$ cat src/rtl/dma_stat_pkg.sv
package dma_stat_pkg;
  typedef enum logic [1:0] {
    CH_IDLE  = 2'd0,
    CH_RUN   = 2'd1,
    CH_DRAIN = 2'd2
  } ch_state_e;

  localparam int unsigned REG_COUNT = 0;
  localparam int unsigned REG_CTRL  = 1;

  localparam int unsigned CTL_EN  = 0;
  localparam int unsigned CTL_ACT = 1;
  localparam int unsigned CTL_IE  = 2;
  localparam int unsigned CTL_CLR = 3;
  localparam int unsigned CTL_W   = 4;
endpackage

$ cat src/rtl/dma_reg_decode.sv
module dma_reg_decode
  import dma_stat_pkg::*;
#(
  parameter int unsigned ADDR_W = 1
) (
  input  logic              wr_en_i,
  input  logic [ADDR_W-1:0] wr_addr_i,
  input  logic [CTL_W-1:0]  ctl_bits_i,
  input  ch_state_e         state_i,
  output logic              cnt_wr_o,
  output logic              ctl_wr_o,
  output logic              start_o,
  output logic              stop_o,
  output logic              ie_val_o,
  output logic              clr_o
);
  logic cnt_sel, ctl_sel;

  assign cnt_sel = wr_en_i && (wr_addr_i == ADDR_W'(REG_COUNT));
  assign ctl_sel = wr_en_i && (wr_addr_i == ADDR_W'(REG_CTRL));

  // count is writable only while idle
  assign cnt_wr_o = cnt_sel && (state_i == CH_IDLE);
  assign ctl_wr_o = ctl_sel;
  assign start_o  = ctl_sel && (state_i == CH_IDLE) && ctl_bits_i[CTL_EN];
  assign stop_o   = ctl_sel && (state_i == CH_RUN)
                  && !(ctl_bits_i[CTL_EN] && ctl_bits_i[CTL_ACT]);
  assign ie_val_o = ctl_bits_i[CTL_IE];
  assign clr_o    = ctl_sel && ctl_bits_i[CTL_CLR];
endmodule

$ cat src/rtl/dma_xfer_counter.sv
module dma_xfer_counter #(
  parameter int unsigned CNT_W = 16
) (
  input  logic             clk_i,
  input  logic             rst_ni,
  input  logic             load_i,
  input  logic [CNT_W-1:0] load_val_i,
  input  logic             dec_i,
  output logic [CNT_W-1:0] cnt_o,
  output logic             last_o
);
  localparam logic [CNT_W-1:0] CNT_ONE = CNT_W'(1);

  logic [CNT_W-1:0] cnt_q;

  always_ff @(posedge clk_i or negedge rst_ni) begin
    if (!rst_ni)     cnt_q <= '0;
    else if (load_i) cnt_q <= load_val_i;
    else if (dec_i)  cnt_q <= cnt_q - CNT_ONE;  // 0 wraps: full 2**CNT_W run
  end

  assign cnt_o  = cnt_q;
  assign last_o = (cnt_q == CNT_ONE);


  dec_step_chk: assert property (@(posedge clk_i) disable iff (!rst_ni)
    (dec_i && !load_i) |=> (cnt_q == $past(cnt_q) - CNT_ONE));
endmodule

$ cat src/rtl/dma_chan_fsm.sv
module dma_chan_fsm
  import dma_stat_pkg::*;
(
  input  logic      clk_i,
  input  logic      rst_ni,
  input  logic      start_i,
  input  logic      stop_i,
  input  logic      done_i,
  input  logic      busy_i,
  input  logic      last_i,
  input  logic      req_i,
  output ch_state_e state_o,
  output logic      dec_o,
  output logic      end_o,
  output logic      xfer_req_o
);
  ch_state_e state_q, state_d;
  logic      req_q;

  always_comb begin
    state_d = state_q;
    end_o   = 1'b0;
    unique case (state_q)
      CH_IDLE: if (start_i) state_d = CH_RUN;
      CH_RUN: begin
        if (done_i && last_i) begin
          state_d = CH_IDLE;
          end_o   = 1'b1;
        end else if (stop_i) begin
          if (busy_i && !done_i) begin
            state_d = CH_DRAIN;
          end else begin
            state_d = CH_IDLE;
            end_o   = 1'b1;
          end
        end
      end
      CH_DRAIN: if (done_i) begin
        state_d = CH_IDLE;
        end_o   = 1'b1;
      end
      default: state_d = CH_IDLE;
    endcase
  end

  always_ff @(posedge clk_i or negedge rst_ni) begin
    if (!rst_ni) state_q <= CH_IDLE;
    else         state_q <= state_d;
  end

  always_ff @(posedge clk_i or negedge rst_ni) begin
    if (!rst_ni)                  req_q <= 1'b0;
    else if (start_i)             req_q <= 1'b0;
    else if (state_q != CH_RUN)   req_q <= 1'b0;
    else if (state_d != CH_RUN)   req_q <= 1'b0;
    else if (req_i)               req_q <= 1'b1;
    else if (done_i)              req_q <= 1'b0;
  end

  assign state_o    = state_q;
  assign dec_o      = done_i && (state_q != CH_IDLE);
  assign xfer_req_o = req_q && (state_q == CH_RUN);


  last_end_chk: assert property (@(posedge clk_i) disable iff (!rst_ni)
    (state_q == CH_RUN && done_i && last_i) |=> (state_q == CH_IDLE));


  drain_hold_chk: assert property (@(posedge clk_i) disable iff (!rst_ni)
    (state_q == CH_DRAIN && !done_i) |=> (state_q == CH_DRAIN));
endmodule

$ cat src/rtl/dma_end_flag.sv
module dma_end_flag (
  input  logic clk_i,
  input  logic rst_ni,
  input  logic set_i,
  input  logic clr_i,
  input  logic start_i,
  input  logic ie_wr_i,
  input  logic ie_val_i,
  output logic flag_o,
  output logic irq_o
);
  logic flag_q, ie_q;

  always_ff @(posedge clk_i or negedge rst_ni) begin
    if (!rst_ni)               flag_q <= 1'b0;
    else if (set_i)            flag_q <= 1'b1;   // set beats clear
    else if (clr_i || start_i) flag_q <= 1'b0;
  end

  always_ff @(posedge clk_i or negedge rst_ni) begin
    if (!rst_ni)      ie_q <= 1'b0;
    else if (ie_wr_i) ie_q <= ie_val_i;
  end

  assign flag_o = flag_q;
  assign irq_o  = flag_q && ie_q;


  irq_hold_chk: assert property (@(posedge clk_i) disable iff (!rst_ni)
    (irq_o && !clr_i && !start_i && !ie_wr_i) |=> irq_o);


  start_clr_chk: assert property (@(posedge clk_i) disable iff (!rst_ni)
    (start_i && !set_i) |=> !flag_o);
endmodule

$ cat src/rtl/dma_chan_status.sv
module dma_chan_status
  import dma_stat_pkg::*;
#(
  parameter int unsigned CNT_W  = 16,
  parameter int unsigned ADDR_W = 1
) (
  input  logic              clk_i,
  input  logic              rst_ni,
  input  logic              wr_en_i,
  input  logic [ADDR_W-1:0] wr_addr_i,
  input  logic [CNT_W-1:0]  wr_data_i,
  input  logic              cyc_busy_i,
  input  logic              cyc_done_i,
  input  logic              xfer_req_i,
  output logic [CNT_W-1:0]  count_o,
  output logic              en_o,
  output logic              act_o,
  output logic              flag_o,
  output logic              irq_o,
  output logic              xfer_req_o
);
  ch_state_e state;
  logic cnt_wr, ctl_wr, start, stop, ie_val, clr;
  logic dec, last, end_evt;

  dma_reg_decode #(.ADDR_W(ADDR_W)) u_decode (
    .wr_en_i    (wr_en_i),
    .wr_addr_i  (wr_addr_i),
    .ctl_bits_i (wr_data_i[CTL_W-1:0]),
    .state_i    (state),
    .cnt_wr_o   (cnt_wr),
    .ctl_wr_o   (ctl_wr),
    .start_o    (start),
    .stop_o     (stop),
    .ie_val_o   (ie_val),
    .clr_o      (clr)
  );

  dma_xfer_counter #(.CNT_W(CNT_W)) u_counter (
    .clk_i      (clk_i),
    .rst_ni     (rst_ni),
    .load_i     (cnt_wr),
    .load_val_i (wr_data_i),
    .dec_i      (dec),
    .cnt_o      (count_o),
    .last_o     (last)
  );

  dma_chan_fsm u_fsm (
    .clk_i      (clk_i),
    .rst_ni     (rst_ni),
    .start_i    (start),
    .stop_i     (stop),
    .done_i     (cyc_done_i),
    .busy_i     (cyc_busy_i),
    .last_i     (last),
    .req_i      (xfer_req_i),
    .state_o    (state),
    .dec_o      (dec),
    .end_o      (end_evt),
    .xfer_req_o (xfer_req_o)
  );

  dma_end_flag u_flag (
    .clk_i    (clk_i),
    .rst_ni   (rst_ni),
    .set_i    (end_evt),
    .clr_i    (clr),
    .start_i  (start),
    .ie_wr_i  (ctl_wr),
    .ie_val_i (ie_val),
    .flag_o   (flag_o),
    .irq_o    (irq_o)
  );

  assign en_o  = (state != CH_IDLE);
  assign act_o = (state == CH_RUN);


  idle_done_chk: assert property (@(posedge clk_i) disable iff (!rst_ni)
    (!en_o && cyc_done_i && !(wr_en_i && wr_addr_i == ADDR_W'(REG_COUNT)))
    |=> $stable(count_o));


  cnt_lock_chk: assert property (@(posedge clk_i) disable iff (!rst_ni)
    (en_o && !cyc_done_i && wr_en_i && wr_addr_i == ADDR_W'(REG_COUNT))
    |=> $stable(count_o));


  stop_last_chk: assert property (@(posedge clk_i) disable iff (!rst_ni)
    (act_o && stop && cyc_done_i && count_o == CNT_W'(1))
    |=> (!en_o && flag_o && count_o == '0));
endmodule

$ cat config.mk
export PLATFORM = sky130hd
export DESIGN_NAME = dma_chan_status
export DESIGN_NICKNAME = d
export VERILOG_FILES = /design/src/rtl/dma_stat_pkg.sv /design/src/rtl/dma_reg_decode.sv /design/src/rtl/dma_xfer_counter.sv /design/src/rtl/dma_chan_fsm.sv /design/src/rtl/dma_end_flag.sv /design/src/rtl/dma_chan_status.sv
export SDC_FILE = /design/constraint.sdc
export NUM_CORES = 1
export LEC_CHECK = 0
export ABC_AREA = 0
export BUFFER_PORTS_ARGS = -buffer_cell sky130_fd_sc_hd__buf_4
export CORE_MARGIN = 2
export CORE_UTILIZATION = 45
export DETAILED_ROUTE_END_ITERATION = 12
export PLACE_DENSITY = 0.72
export SETUP_SLACK_MARGIN = 0.1
export SYNTH_ARGS = -nofsm -noshare
export SYNTH_HDL_FRONTEND = slang
export SYNTH_HIERARCHICAL = 1
export SYNTH_SLANG_ARGS = --single-unit
$ cat constraint.sdc
create_clock -name clk_i -period 7.3 [get_ports clk_i]
set_input_delay 1.46 -clock clk_i [delete_from_list [all_inputs] [get_ports clk_i]]
set_output_delay 1.46 -clock clk_i [all_outputs]
set_load 0.02 [all_outputs]
; ---- Yosys cells after proc, flatten, opt, wreduce, memory -nomap -nowiden
; Index checks and enable logic that the tools add are counted.
[totals]
ff_bits = 21
inputBits = 23
word_cells = 54
[classes]
n_addsub = 1
n_eq_ne = 5
n_mux = 20
n_bitwise = 1
reduce_logical = 22
[op_table]
columns = operator, n
row1 = 16-bit 2-to-1 mux, 2
row2 = 16-bit by 1-bit equality test with 1-bit output (second input constant), 1
row3 = 16-bit by 1-bit subtractor with 16-bit output (second input constant), 1
row4 = 1-bit logical AND, 14
row5 = 1-bit 2-to-1 mux, 11
row6 = 2-bit 2-to-1 mux, 5
row7 = 2-bit one-hot mux with 3 select lines, 1
row8 = 2-bit nonzero test, 3
row9 = 5-bit nonzero test, 1
row10 = 2-bit by 1-bit != test with 1-bit output (second input constant), 2
row11 = 2-bit by 1-bit equality test with 1-bit output (second input constant), 1
row12 = 2-bit equality test (second input constant), 1
row13 = 1-bit zero test, 2
row14 = 2-bit zero test, 1
row15 = 1-bit one-hot mux with 2 select lines, 1
row16 = 1-bit logical OR, 1
row17 = 1-bit inverter, 1

; ---- Logic depth before layout (Yosys ltp)
; Gate-level depths: netlist (run 1).
[logic_depth]
word_depth = 10
mapped_depth = 9

; ---- Modules after synthesis
; The synthesis (run 1) kept the hierarchy.
[by_module_without_submodules]
columns = module, n_inst, cells_per_inst, area_each_um2
row1 = dma_xfer_counter, 1, 101, 920.9
row2 = dma_chan_fsm, 1, 31, 291.5
row3 = dma_end_flag, 1, 6, 82.6
row4 = dma_reg_decode, 1, 8, 56.3
row5 = dma_chan_status, 1, 2, 15.0

; ---- Least setup slack after synthesis (run 1)
; No wires, ideal clock.
[synth_timing]
path_type = in2reg
from = input port cyc_done_i
to = register u_counter.cnt_q[15], in the netlist u_counter/cnt_o[15]
setup_ps = 124
t_arrival_ps = 3153
required_time_ps = 7176
setup_slack_ps = 4023
cell_stages = 6
path_cell_list = clkinv_1 -> nor2_1 -> or4b_2 -> clkbuf_1 -> o31a_1 -> o31a_1
[synth_between]
elab_chain_len = 2
[synth_lines]
columns = item, line
row1 = start: declaration, dma_chan_status.sv:13  ; input logic cyc_done_i,
row2 = 1-bit logical AND, dma_chan_fsm.sv:61  ; assign dec_o = done_i && (state_q != CH_IDLE);
row3 = via dec, dma_chan_status.sv:24  ; logic dec, last, end_evt;
row4 = 2-bit nonzero test (no source line), -
row5 = end signal: assignment, dma_xfer_counter.sv:18  ; else if (load_i) cnt_q <= load_val_i;
row6 = end signal: assignment, dma_xfer_counter.sv:19  ; else if (dec_i) cnt_q <= cnt_q - CNT_ONE;
row7 = end: declaration, dma_xfer_counter.sv:14  ; logic [CNT_W-1:0] cnt_q;
; The timed path passes the listed nets, and every way through them passes these cells.
; A chain may end at the register's enable or synchronous reset.

; ---- Worst setup path in the final report (run 1)
[layout_timing]
from = input port cyc_done_i
to = register u_counter.cnt_q[11], in the netlist u_counter/cnt_o[11]
; The elaborated chain is that of the path after synthesis.

==> impl_metrics.yaml, run 1 <==
power:
  ir_drop_mv: 0.135
  power.density_nw_per_um2: 339
  p_leak_nw: 0.759
global_routing:
  grt_overflow: 0
  grt_max_degree: 36
  grt_pass1_vias: 1205
  grt_pass1_wl_um: 5480
  grt.total_usage: 0.207
  antenna_found_initial: 0
synthesis:
  synthesis.nets: 177
  synthesis.area_um2: 1370
  yosysWarnings: 6
  avgSynthCellArea_um2: 9.23
  synth.yosys.seq_area_share: 0.385
  netlist_instances: 148
  yosysUniqueCellTypes: 43
  synth_ff_type: "dfrtp_1"
  ys_seq_elements: 21
  synth_enable_flop_cells: 0
  async_flop_share: 1.00
clocking:
  holdBufCountCts: 0
  root_buffer: "clkbuf_4"
  clk_pin_slew_ps: 130
  cts_buffers: 3
  cts_sinks: 21
  cts-resized-gates: 0
  cts_setup_buffers: 0
  htree_levels: 1
  tritoncts: "done"
  cts_max_path_buffers: 2
  worstSkewPairLatency_ps: 310
worst_setup_path:
  crit_arrival_ps: 3400
  cpLargestDelayFamily: "simple AND/OR/NAND/NOR gates"
  slowest_stage: "or4b_2"
  critPathRequiredTime_ps: 7490
  path_class: "input pin to register"
  cp_num_buf_inv: 2
  crit_path_max_fanout: 8
  critPathMaxStageDelay_ps: 730
  start_kind: "input pin"
  cp-end-kind: "register"
  crit_chain: "buf_4 -> clkinv_1 -> nor2_1 -> or4b_2 -> nor4_1 -> xnor2_1 -> o21ai_0"
finish:
  drive_gt1_frac: 0.309
  syn_to_final_growth_pct: 26.9
  finalNonFillerCells: 219
  nNetsFinal: 218
  antennaDiodeCount: 0
worst_hold_path:
  hold_path.class: "register to register"
floorplan:
  die_h_um: 59.1
  dieArea_um2: 3490
  fp-row-count: 19
  design.portCount: 44
  core_um2: 2830
  start_util: 0.483
  die-width_um: 59.1
timing:
  fin_setup_tns_ps: 0
  clock.fmax_ghz: 0.312
  final_hold_viol_count: 0
  whs_ps: 534
  relSlewSlack: 0.581
  period_share: 0.440
  finClkSkew_ps: 3.54
  slew_violations: 0
  tightest_slew_ps: 626
  rsz0062_at_grt: "no"
  period_minus_slack_ps: 3210
  setup_viol: 0
outcome:
  status: "finished clean"
place:
  gp_congestion: 0.865
  port_buffers: 43
  hpwl_um: 2520
  placedCellCount: 215
route:
  routed_wl_um: 3360
  drtIter0Drc: 60
  antenna_left: 0
  drt-wirelength-per-cell_um: 15.3
  viasPerCell: 5.69
  drt_pass1_iterations: 4
  vias: 1247
  drc_errors: 0
job:
  cap_viol_max_count: 0
[metal layers]
layer,track usage,up-vias,wire length [um]
met1,0.261,587,1490
met5,0,-,0
li1,-,605,-
met4,0.104,0,53
met2,0.343,49,1630
met3,0.0306,6,189
[worst register-to-register path: cells and delay by family, from the launching register on]
kind	cells	cell delay (ps)
buf+inv	1	130
xor+xnor	1	160
compound gates	1	100
simple gates	3	1500
flops	1	560
fa+ha+maj	1	260
[registers in the layout, indices dropped and copies added (netlist names)]
name / count
u_counter/cnt_o: 16
u_fsm/state_o: 2
u_flag/flag_o: 1
u_flag/ie_q: 1
u_fsm/req_q: 1
[area by class of cell]
cell class                      count  area [um2]
Inverter                            6        22.5
Fill cell                         252        1090
Tap cell                           31        38.8
Clock inverter                      1        5.00
Clock buffer                        3        22.5
Sequential cell                    21         526
Multi-Input combinational cell    113         790
Timing Repair Buffer               44         330
[synth_stat cells (3+ instances only)]
cell type  number  area share
o21ai_0        15       0.055
a221o_1         3       0.022
nor2b_1         4       0.018
nor4_1          6       0.027
ha_1            6       0.055
nand2_1        17       0.047
dfrtp_1        21        0.38
xor2_1          4       0.026
nand2b_1        3       0.014
a21oi_1         3       0.011
clkbuf_1        6       0.016
xnor2_1         7       0.045
nor2_1          8       0.022
nor3_1          5       0.018
inv_1           5       0.014
[stage by stage]
step	power [W]	instance area (um2)	utilization	setup WS, ps
floorplan	0.000409	1370	-	4020
global placement	0.000518	1710	0.603	3890
detailed placement	0.000531	1710	0.603	3790
CTS	0.000590	1730	0.613	4130
global route	0.000631	1730	0.613	3950
finish	0.000588	1730	0.613	4090
[cells in the final DEF (no fill, tap or decap), types with 5 or more instances in the layout]
master   instances
ha_1             6
o21ai_0         15
buf_4           44
inv_1            5
xnor2_1          7
dfrtp_1         21
nand2_1         17
nor3_1           5
nor4_1           6
nor2_1           8
[power by group]
part | internal [W] | switching, W
clock network | 0.0000204 | 0.0000377
logic | 0.000142 | 0.000161
registers | 0.000159 | 0.0000683
[logic make-up after synthesis]
| kind of cell | after synthesis | synth area share |
|---|---|---|
| simple gates | 67 | 0.288 |
| compound gates | 28 | 0.148 |
| flops | 21 | 0.385 |
| buf+inv | 14 | 0.0421 |
| xor+xnor | 11 | 0.0705 |
| fa+ha+maj | 6 | 0.0549 |
| mux | 1 | 0.0110 |
[path summary, 6_finish.rpt]
| path | startpoint | endpoint | slack, ps | cells past startpoint |
|---|---|---|---|---|
| min in group asynchronous | rst_ni | u_counter/cnt_o[4] | 1010 | 1 |
| hold reg to reg | u_flag/ie_q | u_flag/ie_q | 530 | 1 |
| setup reg to reg | u_fsm/state_o[0] | u_counter/cnt_o[11] | 4480 | 7 |
| max in group asynchronous | rst_ni | u_counter/cnt_o[15] | 6070 | 1 |
| hold / removal | u_flag/ie_q | u_flag/ie_q | 530 | 1 |
| setup / recovery | cyc_done_i | u_counter/cnt_o[11] | 4090 | 7 |
Power figures use the tool's default switching activity.
==> inputs of run 2 (changes only) <==
==> constraint.sdc (replaced) <==
create_clock -name clk_i -period 3.1 [get_ports clk_i]
set_input_delay 0.62 -clock clk_i [delete_from_list [all_inputs] [get_ports clk_i]]
set_output_delay 0.62 -clock clk_i [all_outputs]
set_load 0.02 [all_outputs]
==> run 2 against run 1 <==
Effect of this change:
- worst setup slack got worse by 3600 ps
- largest cell class unchanged
- register-to-register slack got worse by 4000 ps
- worst hold slack got worse by 360 ps
- clock power increased by 140%
- sequential power increased by 130%
==> impl_metrics.yaml, run 2 (synthesized netlist as in run 1, its figures left out) <==
place:
  placedCellCount: 216
  gp_congestion: 0.932
  port_buffers: 43
  placed_area_um2: 1710
  hpwl_um: 2500
outcome:
  status: "finished clean"
power:
  power.density_nw_per_um2: 792
  p_leak_nw: 0.765
  ir_drop_mv: 0.360
global_routing:
  grt_max_degree: 36
  grt_pass1_vias: 1258
  grt_overflow: 0
  met3_usage: 0.0393
  grt.total_usage: 0.207
  grt_pass1_wl_um: 5610
  use_met2: 0.341
  busiest_layer: "met2"
  antenna_found_initial: 0
  grt_use_met1: 0.272
route:
  drc_errors: 0
  drt_pass1_iterations: 4
  routed_wl_um: 3300
  viasPerCell: 5.57
  drt-wirelength-per-cell_um: 15.0
  vias: 1225
  antenna_left: 0
  drtIter0Drc: 64
floorplan:
  core_um2: 2830
  die_h_um: 59.1
  start_util: 0.483
  die-width_um: 59.1
  design.portCount: 44
  dieArea_um2: 3490
  fp-row-count: 19
finish:
  syn_to_final_growth_pct: 27.5
  fillers: 249
  regArea_um2: 526
  stdcell_area_um2: 1740
  largest_register_ffs: 16
  finalNonFillerCells: 220
  nNetsFinal: 219
  fin_util: 0.616
  most-common-layout-cells: "buf_4 (45), dfrtp_1 (21), nand2_1 (17)"
  layout_commonest_cell: "buf_4"
  drive_gt1_frac: 0.312
  antennaDiodeCount: 0
  multiInputGateArea_um2: 790
worst_setup_path:
  reg2reg_depth: 7
  path_class: "register to register"
  slowest_stage: "or4_4"
  cp-end-kind: "register"
  crit_chain: "or3_1 -> or4_4 -> nor4_1 -> o21ai_0 -> nand3_1 -> a221oi_2 -> nor4b_2"
  rr_endpoint: "u_fsm/req_q"
  crit_path_max_fanout: 6
  r2r_setup_slack_ps: 500
  critPathMaxStageDelay_ps: 530
  critPathRequiredTime_ps: 3320
  cp_num_buf_inv: 0
  reg2reg_from: "u_counter/cnt_o[4]"
  cpLargestDelayFamily: "simple AND/OR/NAND/NOR gates"
  crit_arrival_ps: 2820
  start_kind: "register"
timing:
  finClkSkew_ps: 7.57
  setup_viol: 0
  fin_setup_tns_ps: 0
  final_hold_viol_count: 0
  period_share: 0.838
  period_minus_slack_ps: 2600
  tightest_slew_ps: 572
  relSlewSlack: 0.613
  rsz0062_at_grt: "no"
  clock.fmax_ghz: 0.385
  slew_violations: 0
  whs_ps: 178
clocking:
  holdBufCountCts: 0
  worstSkewPairLatency_ps: 310
  cts_max_path_buffers: 2
  cts-resized-gates: 0
  root_buffer: "clkbuf_4"
  cts_buffers: 3
  cts_sinks: 21
  cts_setup_buffers: 0
  clk_pin_slew_ps: 130
  tritoncts: "done"
  htree_levels: 1
job:
  cap_viol_max_count: 0
worst_hold_path:
  hold_path.class: "input pin to asynchronous set/reset pin"
run 2: area by class of cell:
cell class / count / share of cell area
Tap cell: 31 / 0.0223
Timing Repair Buffer: 45 / 0.194
Inverter: 6 / 0.0129
Multi-Input combinational cell: 113 / 0.453
Sequential cell: 21 / 0.302
Clock inverter: 1 / 0.00287
Clock buffer: 3 / 0.0129
run 2: per-layer routing:
layer | wire length [um] | share of wire
met2 | 1590 | 0.48
met5 | 0 | 0
met4 | 27 | 0.0082
met1 | 1510 | 0.46
met3 | 176 | 0.053
run 2: report_power, final:
| part | leakage [nW] | internal (W) | switching [W] |
|---|---|---|---|
| Combinational | 0.485 | 0.000337 | 0.000378 |
| Clock | 0.0177 | 0.0000482 | 0.0000913 |
| Sequential | 0.262 | 0.000374 | 0.000152 |
run 2: through the flow:
step	power, W	worst slack, ps
floorplan	0.000962	608
global placement	0.00123	640
detailed placement	0.00125	530
CTS	0.00139	500
global route	0.00149	263
finish	0.00138	502
run 2: how the worst max path moves through the flow:
stage                        start                   to  slack, ps  cells past startpoint
3_5_place_dp    u_counter/cnt_o[4]          u_fsm/req_q        530                      7
2_1_floorplan     u_fsm/state_o[0]  u_counter/cnt_o[15]        610                      7
5_1_grt         u_counter/cnt_o[4]          u_fsm/req_q        260                      7
4_1_cts         u_counter/cnt_o[4]          u_fsm/req_q        500                      7
6_report        u_counter/cnt_o[4]          u_fsm/req_q        500                      7
3_3_place_gp   u_counter/cnt_o[11]          u_fsm/req_q        640                      7
run 2: worst reg2reg max path: stages, from the launching register on:
cell	delay (ps)
dfrtp_1	460
or3_1	480
or4_4	530
nor4_1	360
o21ai_0	180
nand3_1	140
a221oi_2	90
nor4b_2	270
==> inputs of run 3 (changes only) <==
==> constraint.sdc (replaced) <==
create_clock -name clk_i -period 2.67 [get_ports clk_i]
set_input_delay 0.534 -clock clk_i [delete_from_list [all_inputs] [get_ports clk_i]]
set_output_delay 0.534 -clock clk_i [all_outputs]
set_load 0.02 [all_outputs]
==> run 3 against run 2 <==
Effect of this change:
- flip-flop and latch count stayed put
- critical path depth stayed put
- total power is 16% higher
- wire length is 3.3% lower
- combinational power is 18% higher
- largest cell class unchanged
- critical path type unchanged
- final cell count is 0.45% higher
- sequential power is 16% higher
- register-to-register slack worse by 290 ps
==> impl_metrics.yaml, run 3 (synthesized netlist as in run 1, its figures left out) <==
outcome:
  status: "finished clean"
clocking:
  htree_levels: 1
  cts-resized-gates: 0
  clk_pin_slew_ps: 120
  cts_buffers: 3
  tritoncts: "done"
  worstSkewPairLatency_ps: 300
  root_buffer: "clkbuf_4"
  cts_setup_buffers: 0
  cts_sinks: 21
  holdBufCountCts: 0
  cts_max_path_buffers: 2
worst_setup_path:
  cp-end-kind: "register"
  reg2reg_depth: 7
  crit_arrival_ps: 2680
  cp_num_cells: 7
  crit_path_max_fanout: 5
  slowest_stage: "or4_1"
  cp-endpoint: "u_fsm/req_q"
  critPathRequiredTime_ps: 2890
  cp_num_buf_inv: 0
  rr_endpoint: "u_fsm/req_q"
  critPathMaxStageDelay_ps: 570
  crit_chain: "or4_1 -> or4_4 -> nor4_2 -> o21ai_0 -> nand3_1 -> a221oi_2 -> nor4b_2"
  start_kind: "register"
  r2r_setup_slack_ps: 210
  path_class: "register to register"
  cpLargestDelayFamily: "simple AND/OR/NAND/NOR gates"
  reg2reg_from: "u_counter/cnt_o[11]"
  worstSetupStartpoint: "u_counter/cnt_o[11]"
global_routing:
  grt_pass1_wl_um: 5370
  grt.total_usage: 0.201
  grt_overflow: 0
  grt_max_degree: 36
  antenna_found_initial: 0
  grt_pass1_vias: 1185
route:
  viasPerCell: 5.55
  drc_errors: 0
  drt_pass1_iterations: 4
  antenna_left: 0
  drtIter0Drc: 56
  vias: 1226
  drt-wirelength-per-cell_um: 14.4
  routed_wl_um: 3190
timing:
  slew_violations: 0
  tightest_slew_ps: 467
  period_share: 0.923
  period_minus_slack_ps: 2460
  finClkSkew_ps: 1.55
  fin_setup_tns_ps: 0
  rsz0062_at_grt: "yes"
  clock.fmax_ghz: 0.406
  setup_viol: 0
  relSlewSlack: 0.686
  final_hold_viol_count: 0
floorplan:
  design.portCount: 44
  die_h_um: 59.1
  dieArea_um2: 3490
  die-width_um: 59.1
  fp-row-count: 19
  core_um2: 2830
  start_util: 0.483
power:
  switching_power_w: 0.000716
  power_frac_clock: 0.095
  pwr-share-comb: 0.525
  power.density_nw_per_um2: 913
  p_sw_frac: 0.445
  p_int_w: 0.000891
  p_leak_nw: 0.771
  ir_drop_mv: 0.464
  p_seq_frac: 0.380
job:
  cap_viol_max_count: 0
finish:
  largest_register_ffs: 16
  layout_commonest_cell: "buf_4"
  drive_gt1_frac: 0.326
  nNetsFinal: 220
  most-common-layout-cells: "buf_4 (46), dfrtp_1 (21), nand2_1 (17)"
  syn_to_final_growth_pct: 28.8
  antennaDiodeCount: 0
  stdcell_area_um2: 1760
worst_hold_path:
  hold_path.class: "input pin to asynchronous set/reset pin"
place:
  port_buffers: 43
  placed_area_um2: 1720
  gp_congestion: 0.930
  hpwl_um: 2460
[run 3: changes by cell type in the layout (fill, tap and decap cells not counted), sizes merged]
cell | previous run | this run
buf | 45 | 46
[run 3: cell type report]
type,count,area [um2]
clock buffer,3,22.5
inverter,6,22.5
fill,251,1070
timing repair buffer,46,345
sequential,21,526
tap,31,38.8
clock inverter,1,5.00
multi-input combinational,113,801
[run 3: worst min-delay path by stage]
stage	cells past startpoint	to	slack, ps	from
finish	1	u_counter/cnt_o[6]	90	rst_ni
CTS	1	u_counter/cnt_o[6]	90	rst_ni
global placement	1	u_counter/cnt_o[0]	430	rst_ni
floorplan	0	u_counter/cnt_o[0]	240	rst_ni
detailed placement	1	u_counter/cnt_o[6]	440	rst_ni
global route	1	u_counter/cnt_o[6]	90	rst_ni
[run 3: power by group through the flow]
stage / clock network, W / logic (W) / registers [W]
after floorplan: 0 / 0.000420 / 0.000698
after global placement: 0 / 0.000820 / 0.000607
after detailed placement: 0 / 0.000835 / 0.000617
after CTS: 0.000163 / 0.000840 / 0.000609
after global routing: 0.000176 / 0.000925 / 0.000642
final: 0.000153 / 0.000844 / 0.000610
[run 3: layer usage]
layer  GRT usage  up-vias  share of wire
li1            -      608              -
met1       0.270      569           0.45
met2       0.330       43           0.49
met3      0.0284        6          0.051
met4      0.0747        0          0.013
met5           0        -              0
[run 3: stage by stage]
stage	power, W	setup slack, ps	util	cells	hold slack [ps]
2_1_floorplan	0.00112	178	-	148	238
3_3_place_gp	0.00143	220	0.609	217	433
3_5_place_dp	0.00145	160	0.609	217	435
4_1_cts	0.00161	127	0.618	221	86.3
5_1_grt	0.00174	25.4	0.622	221	88.0
6_report	0.00161	207	0.622	221	90.7
